===== src/rtl/flash_guard_pkg.sv =====
package flash_guard_pkg;

   // Control register layout, bit 3 down to bit 0
   typedef struct packed {
      logic hv;
      logic mass;
      logic ers;
      logic pgm;
   } fg_ctrl_t;

   typedef enum logic [1:0] {
      SEL_CTRL = 2'd0,
      SEL_PROT = 2'd1,
      SEL_STAT = 2'd2,
      SEL_NONE = 2'd3
   } fg_sel_e;

endpackage


===== src/rtl/fg_window.sv =====
// Protection decision: address window, self-lock, mass lock, bypass.
module fg_window #(
   parameter int unsigned ADDR_W    = 16,
   parameter int unsigned PROT_W    = 8,
   parameter int unsigned PAGE_BITS = 6,
   parameter logic [ADDR_W-1:0] PROT_ADDR = 16'hFD7E
) (
   input  logic [PROT_W-1:0] prot_byte,
   input  logic [ADDR_W-1:0] tgt_addr,
   input  logic              is_prog,
   input  logic              is_erase,
   input  logic              is_mass,
   input  logic              bypass,
   output logic              in_region,
   output logic              blocked
);
   localparam int unsigned LOW_W = ADDR_W - PROT_W;

   logic [ADDR_W-1:0] start_addr;
   logic              active;
   logic              page_hit;
   logic              self_hit;
   logic              mass_hit;

   generate
      if (PROT_W > ADDR_W) begin : g_bad_width
         $error("fg_window: PROT_W wider than ADDR_W");
      end
      if (PAGE_BITS > LOW_W) begin : g_bad_page
         $error("fg_window: page larger than protection granule");
      end
      if (LOW_W == 0) begin : g_full
         assign start_addr = prot_byte;
      end else begin : g_pad
         assign start_addr = {prot_byte, {LOW_W{1'b0}}};
      end
   endgenerate

   assign active    = ~&prot_byte;
   assign in_region = active && (tgt_addr >= start_addr);
   assign page_hit  = tgt_addr[ADDR_W-1:PAGE_BITS] == PROT_ADDR[ADDR_W-1:PAGE_BITS];
   assign self_hit  = active && ((is_prog && (tgt_addr == PROT_ADDR)) ||
                                 (is_erase && !is_mass && page_hit));
   assign mass_hit  = active && is_erase && is_mass;
   assign blocked   = !bypass && (in_region || self_hit || mass_hit);

endmodule


===== src/rtl/fg_seq.sv =====
// Control bits, access-order tracking, enable grant and violation flag.
module fg_seq
   import flash_guard_pkg::*;
(
   input  logic     clk,
   input  logic     rst_n,
   input  logic     ctrl_wr,
   input  fg_ctrl_t ctrl_wd,
   input  logic     prot_rd,
   input  logic     arr_wr,
   input  logic     blocked,
   input  logic     viol_clr,
   output fg_ctrl_t ctrl_q,
   output logic     viol_q,
   output logic     latch_en
);
   logic rd_seen_q;
   logic ad_seen_q;
   logic armed;
   logic legal;
   logic mode_chg;
   logic attempt;
   logic grant;

   assign armed    = ctrl_q.pgm || ctrl_q.ers;
   assign legal    = ctrl_wr && !(ctrl_wd.pgm && ctrl_wd.ers);
   assign mode_chg = legal && ({ctrl_wd.mass, ctrl_wd.ers, ctrl_wd.pgm} !=
                               {ctrl_q.mass, ctrl_q.ers, ctrl_q.pgm});
   assign attempt  = legal && ctrl_wd.hv && !ctrl_q.hv;
   assign grant    = attempt && !mode_chg && armed && rd_seen_q && ad_seen_q && !blocked;
   assign latch_en = arr_wr && armed && !ctrl_q.hv;

   always_ff @(posedge clk) begin
      if (!rst_n) begin
         ctrl_q    <= '0;
         viol_q    <= 1'b0;
         rd_seen_q <= 1'b0;
         ad_seen_q <= 1'b0;
      end else begin
         if (legal) begin
            ctrl_q.pgm  <= ctrl_wd.pgm;
            ctrl_q.ers  <= ctrl_wd.ers;
            ctrl_q.mass <= ctrl_wd.mass;
            if (attempt)
               ctrl_q.hv <= grant;
            else if (mode_chg || !ctrl_wd.hv)
               ctrl_q.hv <= 1'b0;
         end
         if (attempt && !grant)
            viol_q <= 1'b1;
         else if (viol_clr)
            viol_q <= 1'b0;
         if (mode_chg)
            rd_seen_q <= 1'b0;
         else if (prot_rd && armed)
            rd_seen_q <= 1'b1;
         if (mode_chg)
            ad_seen_q <= 1'b0;
         else if (latch_en)
            ad_seen_q <= 1'b1;
      end
   end

   assert_hv_needs_order_R4: assert property (@(posedge clk) disable iff (!rst_n)
      ctrl_q.hv |-> (rd_seen_q && ad_seen_q && armed));
   assert_refusal_raises_flag_R5: assert property (@(posedge clk) disable iff (!rst_n)
      (attempt && !grant) |=> viol_q);
   assert_flag_sticky_R5: assert property (@(posedge clk) disable iff (!rst_n)
      (viol_q && !viol_clr) |=> viol_q);
   assert_both_modes_ignored_R2: assert property (@(posedge clk) disable iff (!rst_n)
      (ctrl_wr && ctrl_wd.pgm && ctrl_wd.ers) |=> $stable(ctrl_q));

endmodule


===== src/rtl/fg_protbyte.sv =====
// Non-volatile protect byte modelled as a flash cell.
module fg_protbyte #(
   parameter int unsigned ADDR_W    = 16,
   parameter int unsigned PROT_W    = 8,
   parameter int unsigned PAGE_BITS = 6,
   parameter logic [ADDR_W-1:0] PROT_ADDR = 16'hFD7E,
   parameter logic [PROT_W-1:0] PROT_INIT = '1
) (
   input  logic              clk,
   input  logic              rst_n,
   input  logic              done,
   input  logic              is_prog,
   input  logic              is_erase,
   input  logic              is_mass,
   input  logic [ADDR_W-1:0] tgt_addr,
   input  logic [PROT_W-1:0] tgt_data,
   output logic [PROT_W-1:0] prot_q
);
   logic hit_prog;
   logic hit_wipe;

   assign hit_prog = done && is_prog && (tgt_addr == PROT_ADDR);
   assign hit_wipe = done && is_erase &&
                     (is_mass || (tgt_addr[ADDR_W-1:PAGE_BITS] == PROT_ADDR[ADDR_W-1:PAGE_BITS]));

   always_ff @(posedge clk) begin
      if (!rst_n)
         prot_q <= PROT_INIT;
      else if (hit_wipe)
         prot_q <= '1;
      else if (hit_prog)
         prot_q <= prot_q & tgt_data;
   end

   assert_prog_only_clears_R8: assert property (@(posedge clk) disable iff (!rst_n)
      ((prot_q & ~$past(prot_q)) != '0) |-> $past(hit_wipe));
   assert_wipe_sets_ones_R9: assert property (@(posedge clk) disable iff (!rst_n)
      hit_wipe |=> (&prot_q));

endmodule


===== src/rtl/flash_guard.sv =====
module flash_guard
   import flash_guard_pkg::*;
#(
   parameter int unsigned ADDR_W    = 16,
   parameter int unsigned PROT_W    = 8,
   parameter int unsigned REG_W     = 8,
   parameter int unsigned PAGE_BITS = 6,
   parameter logic [ADDR_W-1:0] PROT_ADDR = 16'hFD7E,
   parameter logic [PROT_W-1:0] PROT_INIT = '1
) (
   input  logic              clk,
   input  logic              rst_n,
   input  logic              reg_wr,
   input  logic              reg_rd,
   input  logic [1:0]        reg_sel,
   input  logic [REG_W-1:0]  reg_wdata,
   output logic [REG_W-1:0]  reg_rdata,
   input  logic              arr_wr,
   input  logic [ADDR_W-1:0] arr_addr,
   input  logic [PROT_W-1:0] arr_wdata,
   input  logic              tst_volt,
   input  logic              op_done,
   output logic              hv_on,
   output logic              op_prog,
   output logic              op_erase,
   output logic              op_mass,
   output logic [ADDR_W-1:0] tgt_addr
);
   generate
      if (REG_W < 4 || REG_W < PROT_W) begin : g_bad_reg
         $error("flash_guard: REG_W too narrow");
      end
   endgenerate

   fg_ctrl_t          ctrl_q;
   fg_ctrl_t          ctrl_wd;
   logic              viol_q;
   logic              latch_en;
   logic              blocked;
   logic              in_region;
   logic [PROT_W-1:0] prot_q;
   logic [ADDR_W-1:0] tgt_q;
   logic [PROT_W-1:0] dat_q;
   logic              ctrl_wr;
   logic              viol_clr;
   logic              prot_rd;
   logic              unused_wbits;

   assign ctrl_wr      = reg_wr && (reg_sel == SEL_CTRL);
   assign viol_clr     = reg_wr && (reg_sel == SEL_STAT) && reg_wdata[0];
   assign prot_rd      = reg_rd && (reg_sel == SEL_PROT);
   assign ctrl_wd      = fg_ctrl_t'(reg_wdata[3:0]);
   assign unused_wbits = ^reg_wdata[REG_W-1:4];

   fg_seq u_seq (
      .clk      (clk),
      .rst_n    (rst_n),
      .ctrl_wr  (ctrl_wr),
      .ctrl_wd  (ctrl_wd),
      .prot_rd  (prot_rd),
      .arr_wr   (arr_wr),
      .blocked  (blocked),
      .viol_clr (viol_clr),
      .ctrl_q   (ctrl_q),
      .viol_q   (viol_q),
      .latch_en (latch_en)
   );

   fg_window #(
      .ADDR_W(ADDR_W), .PROT_W(PROT_W), .PAGE_BITS(PAGE_BITS), .PROT_ADDR(PROT_ADDR)
   ) u_window (
      .prot_byte (prot_q),
      .tgt_addr  (tgt_q),
      .is_prog   (ctrl_q.pgm),
      .is_erase  (ctrl_q.ers),
      .is_mass   (ctrl_q.mass),
      .bypass    (tst_volt),
      .in_region (in_region),
      .blocked   (blocked)
   );

   fg_protbyte #(
      .ADDR_W(ADDR_W), .PROT_W(PROT_W), .PAGE_BITS(PAGE_BITS),
      .PROT_ADDR(PROT_ADDR), .PROT_INIT(PROT_INIT)
   ) u_prot (
      .clk      (clk),
      .rst_n    (rst_n),
      .done     (op_done && ctrl_q.hv),
      .is_prog  (ctrl_q.pgm),
      .is_erase (ctrl_q.ers),
      .is_mass  (ctrl_q.mass),
      .tgt_addr (tgt_q),
      .tgt_data (dat_q),
      .prot_q   (prot_q)
   );

   always_ff @(posedge clk) begin
      if (!rst_n) begin
         tgt_q <= '0;
         dat_q <= '0;
      end else if (latch_en) begin
         tgt_q <= arr_addr;
         dat_q <= arr_wdata;
      end
   end

   always_comb begin
      reg_rdata = '0;
      unique case (reg_sel)
         SEL_CTRL: reg_rdata[3:0]        = ctrl_q;
         SEL_PROT: reg_rdata[PROT_W-1:0] = prot_q;
         SEL_STAT: reg_rdata[0]          = viol_q;
         default:  reg_rdata             = '0;
      endcase
   end

   assign hv_on    = ctrl_q.hv;
   assign op_prog  = ctrl_q.pgm;
   assign op_erase = ctrl_q.ers;
   assign op_mass  = ctrl_q.ers && ctrl_q.mass;
   assign tgt_addr = tgt_q;

   assert_no_hv_in_window_R3: assert property (@(posedge clk) disable iff (!rst_n)
      $rose(hv_on) |-> ($past(tst_volt) || !$past(in_region)));
   assert_tgt_frozen_R10: assert property (@(posedge clk) disable iff (!rst_n)
      (!latch_en) |=> $stable(tgt_q));

endmodule


===== config.mk =====
export PLATFORM = sky130hd
export DESIGN_NAME = flash_guard
export DESIGN_NICKNAME = d
export VERILOG_FILES = /design/src/rtl/flash_guard_pkg.sv /design/src/rtl/fg_window.sv /design/src/rtl/fg_seq.sv /design/src/rtl/fg_protbyte.sv /design/src/rtl/flash_guard.sv
export SDC_FILE = /design/constraint.sdc
export NUM_CORES = 1
export LEC_CHECK = 0
export ABC_AREA = 1
export CAP_MARGIN = 0
export CORE_ASPECT_RATIO = 1.75
export CORE_MARGIN = 2
export CORE_UTILIZATION = 25
export DETAILED_ROUTE_END_ITERATION = 10
export PLACE_DENSITY = 0.48
export SETUP_SLACK_MARGIN = 0.3
export SLEW_MARGIN = 0
export SYNTH_ARGS = -nofsm -noshare
export SYNTH_HDL_FRONTEND = slang
export SYNTH_SLANG_ARGS = --single-unit

===== constraint.sdc =====
create_clock -name clk -period 3.4 [get_ports clk]
set_clock_uncertainty 0.1 [all_clocks]
set_input_delay 0.51 -clock clk [delete_from_list [all_inputs] [get_ports clk]]
set_output_delay 0.51 -clock clk [all_outputs]
set_load 0.03 [all_outputs]

==> results of run 1 <==
## cells in the mapped netlist
cell type | count | area [um^2]
clkbuf_1 | 2 | 7.51
and3_1 | 1 | 6.26
o21ai_0 | 10 | 50.1
nor2_2 | 1 | 6.26
nand3_1 | 3 | 15.0
buf_4 | 2 | 15.0
o22ai_1 | 3 | 18.8
nor2_4 | 1 | 11.3
dfxtp_1 | 39 | 781
nand3_2 | 1 | 10.0
nor2_1 | 46 | 173
xnor2_1 | 3 | 26.3
nand2_2 | 1 | 6.26
ha_1 | 8 | 100
nand3b_1 | 1 | 7.51
nand2_1 | 46 | 173
o21bai_1 | 1 | 7.51
nor3_1 | 3 | 15.0
nand3_4 | 2 | 35.0
a21oi_1 | 21 | 105
inv_1 | 26 | 97.6
nand4_1 | 2 | 12.5
a21oi_2 | 1 | 8.76
o21ai_1 | 28 | 140
buf_2 | 3 | 15.0
inv_2 | 9 | 33.8
o211ai_1 | 1 | 7.51
## power breakdown
part	leakage, nW	internal [mW]	total, mW	switching, mW
Combinational	0.795	0.0928	0.199	0.106
Clock	0.0900	0.420	0.602	0.182
Sequential	0.317	0.477	0.494	0.0169
## sequential cells by signal (all words and copies together) (netlist names)
register and flops:
u_seq.viol_q 1, dat_q 8, tgt_addr 16, u_prot.prot_q 8
u_seq.ad_seen_q 1, u_seq.ctrl_q 4, u_seq.rd_seen_q 1
## stage by stage
stage               hold WS, ns  utilization  setup WS, ns
floorplan                 0.329            -          1.49
detailed placement        0.347        0.357         0.409
global route              0.388        0.384         0.317
finish                    0.356        0.384         0.446
CTS                       0.354        0.384         0.401
global placement          0.337        0.357         0.433
## metal layers
layer	wire length (um)	GRT usage
met5	0	0
met3	187	0.0254
met2	2950	0.270
met1	2160	0.150
met4	144	0.0637
## final timing paths
path / startpoint / to / slack [ns] / cells after the start
hold / removal: u_seq.ad_seen_q / u_seq.ad_seen_q / 0.36 / 2
setup / recovery: reg_sel[0] / reg_rdata[1] / 0.45 / 6
setup reg to reg: u_seq.ctrl_q[1] / dat_q[3] / 1.71 / 6
hold reg to reg: u_seq.ad_seen_q / u_seq.ad_seen_q / 0.36 / 2
## cell families (layout without fill, tap and decap cells)
group,count (synthesis),after routing,synth area share
buffers and inverters,42,108,0.0896
AND/OR/NAND/NOR,108,108,0.250
flip-flops,39,39,0.414
adder cells (fa/ha/maj),8,8,0.0531
XOR/XNOR,3,3,0.0139
AO/OA/AOI/OAI,65,65,0.179
## tightest hold or removal path, delay by kind of cell, from the launching register on
kind	cells	cell delay, ns
buffers and inverters	1	0.06
AOI/OAI and AO/OA	1	0.06
DFF	1	0.29
## cell usage in the layout (no fill, tap or decap), types with 2 or more instances in the layout
master	count
clkdlybuf4s50_1	63
nor2_1	46
nand2_1	46
dfxtp_1	39
o21ai_1	28
inv_1	26
a21oi_1	21
o21ai_0	10
inv_2	9
ha_1	8
clkbuf_16	5
o22ai_1	3
nand3_1	3
xnor2_1	3
nor3_1	3
nand3_4	2
nand4_1	2
bufinv_16	2
## final cells by class
type | count | share of cell area
clock buffer | 5 | 0.0447
clock inverter | 3 | 0.0242
inverter | 35 | 0.0470
multi-input combinational | 184 | 0.334
sequential | 39 | 0.279
tap | 86 | 0.0385
timing repair buffer | 65 | 0.233
==> run_results.csv, run 1 <==
group,metric,value,unit
yosys,syn-num-nets,314,
sta,max_freq,339,MHz
critical_path,crit_required,2.79,ns
sta,rsz0062_at_grt,"false",
sta,setup_tns,0,ns
critical_path,slowest_delay,0.70,ns
yosys,yosysWarnings,0,
die,die_x,69.6,um
sta,report.final.slew_viol_count,0,
cts,cts.htree.levels,2,
power_and_ir_drop,p_per_area,463,nW/um^2
critical_path,critical_path.top_delay_family,"buffers and inverters",
die,initial_utilization,0.259,
placement,hpwl,4290,um
finish,fin_nets,379,
power_and_ir_drop,irDropWorstVdd,0.300,mV
finish,final_layout_size_suffix_gt1_frac,0.0755,
finish,fillers,789,
sta,min_period,2.95,ns
cts,cts_tree,"done",
sta,slew_headroom,0.510,
die,coreArea,7280,um^2
critical_path,cp-end-kind,"primary output",
cts,ctsResizeCount,0,
finish,final_cells,417,
placement,dpl_cell_area,2600,um^2
placement,dpl.cell_count,409,
die,die-height,119,um
yosys,syn_area_per_cell,7.11,um^2
cts,clock-sinks,39,
placement,port_buffers,64,
yosys,ys_ff_latch,39,
critical_path,timing.critical_path.buf_inv,4,
critical_path,startpoint_type,"input pin",
cts,clockBufferDepth,2,
route,ant_nets,0,
global_route,first_global_vias,1917,
critical_path,crit_type,"input pin to primary output",
die,dieArea,8270,um^2
cts,cts.clk_slew.worst_paths,0.06,ns
yosys,ys_seq_area_frac,0.414,
route,num_vias,1884,
placement,finalWeightedCongestion,0.812,
route,drc,0,
critical_path,worstPathCellList,"clkdlybuf4s50_1, inv_1, nor2_1, inv_1, o22ai_1, clkdlybuf4s50_1",
global_route,antenna_found_initial,0,
route,wl,5440,um
critical_path,crit_slowest_cell,"clkdlybuf4s50_1",
finish,fin_area,2800,um^2
sta,tightest_slew,0.736,ns
yosys,syn_area,1880,um^2
power_and_ir_drop,leakage,1.20,nW
cts,holdBufCountCts,0,
die,rows,41,
sta,final-setup-viol-count,0,
route,first_pass_iters,4,
route,post_drt_wl_per_cell,13.0,um
critical_path,cp_max_fo,7,
cts,insertion_delay,0.28,ns
finish,seq_area,781,um^2
sta,hold_violations,0,
sta,fin_crit_sh,0.869,
finish,syn_to_final_growth,48.5,%
hold_path,hp-class,"flop to flop",
cts,cts_buffers,5,
route,viasPerCell,4.52,
power_and_ir_drop,finalPower,1.30,mW
yosys,synth_cell_type_count,27,
cts,root_buffer,"clkbuf_16",
global_route,grt-ovfl-total,0,
finish,antenna_cells,0,
cts,cts_setup_buffers,0,
yosys,syn_inst,265,
critical_path,arrival,2.34,ns
global_route,grtUsageTotal,0.142,
job,maxCapViolCount,0,
route,first_iter_violations,44,
global_route,grt_max_degree,37,
run_status,status,"complete, no violations",
die,ios,69,
finish,multiInputGateArea,935,um^2
global_route,grt_pass1_wl,9300,um
No activity file was read; power rests on OpenSTA's default activity.
==> inputs of run 2 (changes only) <==
==> constraint.sdc (replaced) <==
create_clock -name clk -period 3.4 [get_ports clk]
set_clock_uncertainty 0.1 [all_clocks]
set_input_delay 0.51 -clock clk [delete_from_list [all_inputs] [get_ports clk]]
set_output_delay 0.51 -clock clk [all_outputs]
set_load 0.02 [all_outputs]
==> run_results.csv, run 2 (same netlist as run 1, synthesis figures left out) <==
group,metric,value,unit
sta,rsz0062_at_grt,"false",
sta,slew_headroom,0.562,
power_and_ir_drop,leakage,1.19,nW
power_and_ir_drop,sw_frac_of_total,0.226,
route,num_vias,1887,
route,viasPerCell,4.53,
finish,final_layout_size_suffix_gt1_frac,0.0755,
placement,finalWeightedCongestion,0.803,
power_and_ir_drop,seqPwrFrac,0.386,
critical_path,startpoint_type,"input pin",
cts,cts.htree.levels,2,
cts,clock-sinks,39,
cts,ctsResizeCount,0,
global_route,grt_pass1_wl,8800,um
job,maxCapViolCount,0,
cts,clockBufferDepth,2,
critical_path,cp-end-kind,"primary output",
global_route,first_global_vias,1816,
sta,final-setup-viol-count,0,
global_route,antenna_found_initial,0,
global_route,grt-ovfl-total,0,
power_and_ir_drop,p_per_area,458,nW/um^2
die,rows,41,
die,coreArea,7280,um^2
route,drc,0,
cts,cts_buffers,5,
finish,syn_to_final_growth,48.3,%
cts,insertion_delay,0.28,ns
critical_path,arrival,2.31,ns
placement,hpwl,4250,um
placement,port_buffers,64,
cts,cts_tree,"done",
global_route,grtUsageTotal,0.136,
sta,tightest_slew,0.657,ns
finish,largest_reg_flops,16,
power_and_ir_drop,power.internal,0.990,mW
cts,holdBufCountCts,0,
sta,min_period,2.92,ns
sta,max_freq,342,MHz
route,ant_nets,0,
die,die-height,119,um
finish,fin_nets,379,
finish,most-common-layout-cells,"clkdlybuf4s50_1 (64), nor2_1 (46), nand2_1 (46)",
cts,cts_setup_buffers,0,
power_and_ir_drop,pwr-share-comb,0.144,
global_route,grt_max_degree,37,
power_and_ir_drop,p_switching,0.289,mW
hold_path,hp-class,"flop to flop",
die,initial_utilization,0.259,
finish,final_cells,417,
cts,root_buffer,"clkbuf_16",
die,die_x,69.6,um
die,ios,69,
critical_path,crit_type,"input pin to primary output",
power_and_ir_drop,clockPowerShare,0.469,
route,first_pass_iters,6,
sta,hold_violations,0,
critical_path,crit_required,2.79,ns
sta,holdWs,0.354,ns
sta,report.final.slew_viol_count,0,
critical_path,cp_max_fo,7,
route,wl,5380,um
sta,setup_tns,0,ns
die,dieArea,8270,um^2
run_status,status,"complete, no violations",
route,first_iter_violations,31,
power_and_ir_drop,irDropWorstVdd,0.296,mV
placement,dpl.cell_count,409,
cts,cts.clk_slew.worst_paths,0.05,ns
route,post_drt_wl_per_cell,12.9,um
finish,antenna_cells,0,
finish,mostFrequentLayoutCell,"clkdlybuf4s50_1",
sta,fin_crit_sh,0.860,
==> run 2: worst paths after layout <==
kind,start,end,slack (ns),cells after the start
setup / recovery,reg_sel[0],reg_rdata[2],0.48,6
hold / removal,u_seq.ad_seen_q,u_seq.ad_seen_q,0.35,2
hold reg to reg,u_seq.ad_seen_q,u_seq.ad_seen_q,0.35,2
setup reg to reg,u_seq.ctrl_q[1],dat_q[2],1.71,6
==> run 2: metrics by stage <==
step                      power (mW)   util  cell area [um^2]  worst slack (ns)
after CTS                       1.30  0.384              2800             0.450
after global routing            1.34  0.384              2800             0.383
after detailed placement       0.691  0.357              2600             0.454
after global placement         0.692  0.357              2600             0.495
after floorplan                0.591      -              1880              1.63
final                           1.28  0.384              2800             0.475
==> run 2: per-layer routing <==
metal | share of wire | global-route usage
met4 | 0.021 | 0.0601
met2 | 0.56 | 0.261
met1 | 0.39 | 0.143
met3 | 0.031 | 0.0195
met5 | 0 | 0
==> run 2: power groups by stage <==
| stage | combinational, mW | sequential (mW) | clock (mW) |
|---|---|---|---|
| final | 0.185 | 0.494 | 0.600 |
| after global routing | 0.202 | 0.497 | 0.637 |
| after CTS | 0.188 | 0.494 | 0.622 |
| after detailed placement | 0.187 | 0.505 | 0 |
| after global placement | 0.187 | 0.504 | 0 |
| after floorplan | 0.0759 | 0.515 | 0 |
==> run 2: layout make-up <==
class / instances / area, um^2
fill: 805 / 4490
multi-input combinational: 184 / 935
sequential: 39 / 781
timing repair buffer: 65 / 648
inverter: 35 / 131
clock buffer: 5 / 125
tap: 86 / 108
clock inverter: 3 / 67.6
==> run 2: critical path, cell delays in order <==
cell	delay [ns]
clkdlybuf4s50_1	0.53
inv_1	0.08
nor2_1	0.19
inv_1	0.19
o22ai_1	0.18
clkdlybuf4s50_1	0.63
